[config.mk]
export PLATFORM = sky130hd
export DESIGN_NAME = ext_irq_ctrl
export DESIGN_NICKNAME = d
export VERILOG_FILES = /design/src/rtl/ext_irq_pkg.sv /design/src/rtl/ext_irq_sync.sv /design/src/rtl/ext_irq_trig.sv /design/src/rtl/ext_irq_regs.sv /design/src/rtl/ext_irq_ctrl.sv
export SDC_FILE = /design/constraint.sdc
export NUM_CORES = 1
export LEC_CHECK = 0
export BUFFER_PORTS_ARGS = -buffer_cell sky130_fd_sc_hd__buf_2
export CORE_AREA = 5 5 42 44
export CTS_BUF_LIST = sky130_fd_sc_hd__clkbuf_4
export CTS_CLUSTER_DIAMETER = 150
export CTS_CLUSTER_SIZE = 8
export DETAILED_ROUTE_END_ITERATION = 8
export DIE_AREA = 0 0 47 49
export PLACE_DENSITY = 0.79
export SYNTH_ARGS = -nofsm -noshare
export SYNTH_HDL_FRONTEND = slang
export SYNTH_SLANG_ARGS = --single-unit
[constraint.sdc]
create_clock -name clk -period 1.8 [get_ports clk]
set_input_delay 0.36 -clock clk [delete_from_list [all_inputs] [get_ports clk]]
set_output_delay 0.36 -clock clk [all_outputs]
set_load 0.05 [all_outputs]
[src/rtl/ext_irq_pkg.sv]
package ext_irq_pkg;
    localparam int DATA_W   = 8;
    localparam int NUM_PORT = 4;
    localparam int EN_BIT   = 1;
    localparam int ACK_BIT  = 2;
    localparam int FLAG_BIT = 3;

    typedef struct packed {
        logic pend;
        logic en;
    } ctl_t;
endpackage

[src/rtl/ext_irq_sync.sv]
module ext_irq_sync #(
    parameter int              WIDTH   = 1,
    parameter int              STAGES  = 2,
    parameter logic [WIDTH-1:0] RST_VAL = '0
) (
    input  logic             clk,
    input  logic             rst_n,
    input  logic [WIDTH-1:0] din,
    output logic [WIDTH-1:0] dout
);
    logic [STAGES-1:0][WIDTH-1:0] stg_d, stg_q;

    always_comb begin
        stg_d[0] = din;
        for (int i = 1; i < STAGES; i++) begin
            stg_d[i] = stg_q[i-1];
        end
    end

    always_ff @(posedge clk or negedge rst_n) begin
        if (!rst_n) stg_q <= {STAGES{RST_VAL}};
        else        stg_q <= stg_d;
    end

    assign dout = stg_q[STAGES-1];
endmodule

[src/rtl/ext_irq_trig.sv]
module ext_irq_trig #(
    parameter int NUM_PORT = 4
) (
    input  logic                clk,
    input  logic                rst_n,
    input  logic                irq_n_s,
    input  logic [NUM_PORT-1:0] port_s,
    input  logic                cfg_port_en,
    input  logic                cfg_level,
    output logic                ded_evt,
    output logic                port_evt
);
    typedef struct packed {
        logic                ded_n;
        logic [NUM_PORT-1:0] port;
    } prev_t;

    prev_t               prev_d, prev_q;
    logic [NUM_PORT-1:0] pin_evt;

    always_comb begin
        prev_d.ded_n = irq_n_s;
        prev_d.port  = port_s;
    end

    always_ff @(posedge clk or negedge rst_n) begin
        if (!rst_n) begin
            prev_q.ded_n <= 1'b1;
            prev_q.port  <= '0;
        end else begin
            prev_q <= prev_d;
        end
    end

    // dedicated pin: falling edge, or held low in level mode
    assign ded_evt = ~irq_n_s & (prev_q.ded_n | cfg_level);

    // port pins: rising edge, or held high in level mode
    for (genvar g = 0; g < NUM_PORT; g++) begin : g_pin
        assign pin_evt[g] = port_s[g] & (~prev_q.port[g] | cfg_level);
    end

    assign port_evt = cfg_port_en & (|pin_evt);
endmodule

[src/rtl/ext_irq_regs.sv]
module ext_irq_regs
    import ext_irq_pkg::*;
(
    input  logic              clk,
    input  logic              rst_n,
    input  logic              set_evt,
    input  logic              vec_fetch,
    input  logic              cpu_imask,
    input  logic              reg_wr,
    input  logic [DATA_W-1:0] reg_wdata,
    output logic [DATA_W-1:0] reg_rdata,
    output logic              irq_req
);
    ctl_t ctl_d, ctl_q;
    logic ack_wr;

    assign ack_wr = reg_wr & reg_wdata[ACK_BIT];

    always_comb begin
        ctl_d = ctl_q;
        if (reg_wr && !reg_wdata[ACK_BIT]) begin
            ctl_d.en = reg_wdata[EN_BIT];
        end
        // a set event outranks both clear sources
        ctl_d.pend = set_evt | (ctl_q.pend & ~(ack_wr | vec_fetch));
    end

    always_ff @(posedge clk or negedge rst_n) begin
        if (!rst_n) ctl_q <= '0;
        else        ctl_q <= ctl_d;
    end

    always_comb begin
        reg_rdata           = '0;
        reg_rdata[FLAG_BIT] = ctl_q.pend;
        reg_rdata[EN_BIT]   = ctl_q.en;
    end

    assign irq_req = ctl_q.pend & ctl_q.en & ~cpu_imask;
endmodule

[src/rtl/ext_irq_ctrl.sv]
module ext_irq_ctrl
    import ext_irq_pkg::*;
#(
    parameter int SYNC_STAGES = 2
) (
    input  logic                clk,
    input  logic                rst_n,
    input  logic                irq_pin_n,
    input  logic [NUM_PORT-1:0] port_pins,
    input  logic                cfg_port_en,
    input  logic                cfg_level,
    input  logic                cpu_imask,
    input  logic                vec_fetch,
    input  logic                reg_wr,
    input  logic [DATA_W-1:0]   reg_wdata,
    output logic [DATA_W-1:0]   reg_rdata,
    output logic                irq_req
);
    logic                irq_n_s;
    logic [NUM_PORT-1:0] port_s;
    logic                ded_evt;
    logic                port_evt;
    logic                set_evt;

    ext_irq_sync #(.WIDTH(1), .STAGES(SYNC_STAGES), .RST_VAL(1'b1)) u_sync_ded (
        .clk   (clk),
        .rst_n (rst_n),
        .din   (irq_pin_n),
        .dout  (irq_n_s)
    );

    for (genvar g = 0; g < NUM_PORT; g++) begin : g_psync
        ext_irq_sync #(.WIDTH(1), .STAGES(SYNC_STAGES), .RST_VAL(1'b0)) u_sync_port (
            .clk   (clk),
            .rst_n (rst_n),
            .din   (port_pins[g]),
            .dout  (port_s[g])
        );
    end

    ext_irq_trig #(.NUM_PORT(NUM_PORT)) u_trig (
        .clk         (clk),
        .rst_n       (rst_n),
        .irq_n_s     (irq_n_s),
        .port_s      (port_s),
        .cfg_port_en (cfg_port_en),
        .cfg_level   (cfg_level),
        .ded_evt     (ded_evt),
        .port_evt    (port_evt)
    );

    assign set_evt = ded_evt | port_evt;

    ext_irq_regs u_regs (
        .clk       (clk),
        .rst_n     (rst_n),
        .set_evt   (set_evt),
        .vec_fetch (vec_fetch),
        .cpu_imask (cpu_imask),
        .reg_wr    (reg_wr),
        .reg_wdata (reg_wdata),
        .reg_rdata (reg_rdata),
        .irq_req   (irq_req)
    );
endmodule

==> results.toml <==
[synthesis]
ys_warn_count = 0
netlist_instances = 39
synth_common_cells = "dfrtp_1 (14), buf_4 (6), nor2b_1 (4)"
synth_area_um2 = 575.6
synthArstFlopShare_pct = 100.0
ys.flop_type = "dfrtp_1"
synth.distinct_cells = 14
ys_ff_latch = 17
synth_area_leader_cell = "dfrtp_1"
synth_most_common_cell = "dfrtp_1"
synth_edf_count = 0
yosysSeqAreaShare_pct = 74.57
synth.avg_cell_area_um2 = 14.76
synth.top_cell.area_share_pct = 60.87
synth.area.top_cells = "dfrtp_1 (61%), dfstp_2 (14%), buf_4 (7.8%), nor2b_1 (4.3%), mux2_2 (2.0%)"

[floorplanning]
ioPinCount = 29
die_area_um2 = 2303
start_util_pct = 41.07
rows = 14
coreArea_um2 = 1401
dieWidth_um = 47
die_h_um = 49

[power]
cellLeakagePower_nw = 0.3309
ir_drop_v = 0.0004329
power_frac_comb_pct = 14.2
power_density_nw_per_um2 = 1044
p_sw_share_pct = 25.71
p_sw_mw = 0.1850
intPower_mw = 0.5348
clkPwrFrac_pct = 27.9
seq_power_share_pct = 57.9

[clocking]
clk_latency_ps = 270
ctsHoldBuffers = 1
ctsResizeCount = 0
cts_tree = "built"
htree_levels = 1
cts_buffers = 3
path_clk_slew_ps = 80
cts.sinks = 17
clk_path_buf_depth = 2
root_buffer = "clkbuf_4"
post-cts-setup-buffers = 0

[flow_run]
maxCapViolCount = 0

[setup_path]
r2r_cells = 3
crit_required_ps = 1440
slowest_stage = "dfrtp_1"
criticalPathCategory = "register to primary output"
start_kind = "register"
end_kind = "primary output"
rr_startpoint = "g_psync[2].u_sync_port.dout"
max_stage_delay_ps = 370
r2r_slack_ps = 540
path_cells = "nand2_1, nor2_1, buf_2"
critPathMaxFanout = 3
r2r-end = "u_regs.reg_rdata[3]"
path_delay_family = "flip-flops"
crit_path_start = "u_regs.reg_rdata[1]"
cp.arrival_ps = 1040
path_buf_inv = 1

[global_routing]
met1_usage_pct = 9.953
globalRouteMet3Util_pct = 2.214
grt_pass1_wl_um = 1324
grt_usage_pct = 8.219
antenna_found_initial = 0
use_met2_pct = 10.86
grt_overflow = 0
top_usage_layer = "met2"
grt_pass1_vias = 329
grt_max_degree = 18

[sta]
fmax_ghz = 0.7149
fin_ws_ps = 401.2
drv_slew = 0
hold_viol = 0
fin_crit_sh_pct = 77.71
fin_setup_tns_ps = 0
final.setup_skew_ps = 0.8795
setup_violations = 0
min_period_ps = 1399
rsz0062_at_grt = "false"
hold-worst-slack_ps = 174.5

[detailed_routing]
drtIter0Drc = 0
drt-total-wl_um = 782
num_vias = 327
drc = 0
wire_per_inst_um = 10.43
antenna_left = 0
vias_per_cell = 4.360
firstDrtPassIters = 1

[min_path]
hold_path_depth = 1
holdPathEnd = "u_sync_ded.stg_d[1]"
holdCritPathClass = "input port to register"
hold_path.startpoint = "irq_pin_n"

[layout]
layout-drive-gt1-share_pct = 42.37
syn_to_final_growth_pct = 19.78
design_area_um2 = 689.4
postLayoutCoreUtil_pct = 49.20
n_antenna_cell = 0
fill_cells = 140
nets = 80

[place]
placed_area_um2 = 649.4
portBuffers = 16
place.gp.congestion = 0.6920
post-place-ws_ps = 534.9
dp_hpwl_um = 582.2

[run_status]
status = "complete, no violations"
[per-layer routing]
metal / vias up / part of all wire, %
met2: 12 / 48
met4: 0 / 1.0
met5: - / 0
met3: 2 / 7.3
met1: 156 / 43
li1: 157 / -
[kinds of logic after synthesis]
| logic type | share of synthesized area [%] |
|---|---|
| flops | 74.57 |
| simple gates | 11.96 |
| buf+inv | 7.826 |
| compound gates | 3.044 |
| mux | 1.956 |
| other cells | 0.6515 |
[area by class of cell]
cell class / instances / area [µm²] / area share [%]
sequential: 17 / 429.2 / 62.25
multi-input combinational: 21 / 120.1 / 17.42
timing repair buffer: 17 / 90.09 / 13.07
clock buffer: 4 / 30.03 / 4.356
tap: 16 / 20.02 / 2.904
[sequential cells by signal, summed over array words and instances (netlist names)]
| register | flops |
|---|---|
| u_sync_ded.dout | 1 |
| g_psync.u_sync_port.stg_d | 4 |
| u_regs.reg_rdata | 2 |
| g_psync.u_sync_port.dout | 4 |
| u_sync_ded.stg_d | 1 |
| u_trig.prev_q | 5 |
[layout by cell type (no fill, tap or decap), drive strengths merged]
master,netlist,layout
nor2b,5,5
nand2,2,2
buf,6,16
dlygate4sd3,0,1
o2111ai,1,1
dfstp,3,3
dfrtp,14,14
conb,1,6
nand3,1,1
mux2,1,1
nand3b,1,1
clkbuf,0,4
o41ai,1,1
nor2,2,2
or4,1,1
[power groups by stage]
stage                     combinational [mW]  clock [mW]  sequential [mW]
after floorplan                       0.0611           0            0.441
after global placement                 0.100           0            0.423
after detailed placement               0.101           0            0.424
after CTS                              0.103       0.212            0.417
after global routing                   0.110       0.230            0.420
final                                  0.102       0.201            0.417
[stage by stage]
| stage | instances | total power, mW |
|---|---|---|
| after CTS | 75 | 0.7317 |
| after detailed placement | 70 | 0.5254 |
| after global routing | 75 | 0.7598 |
| after global placement | 70 | 0.5228 |
| final | 75 | 0.7198 |
| after floorplan | 44 | 0.5026 |
[worst max path at each step]
| stage | end | depth (start not counted) | slack [ps] |
|---|---|---|---|
| 2_1_floorplan | irq_req | 2 | 60 |
| 3_3_place_gp | u_regs.reg_rdata[3] | 3 | 560 |
| 3_5_place_dp | u_regs.reg_rdata[3] | 3 | 530 |
| 4_1_cts | irq_req | 3 | 390 |
| 5_1_grt | irq_req | 3 | 330 |
| 6_report | irq_req | 3 | 400 |
[worst reg2reg max path, cell delays in order (launching register included)]
cell and delay (ps):
dfrtp_1 400, or4_1 520, nand3_1 90, o2111ai_1 110
(Power assumes the default switching activity.)
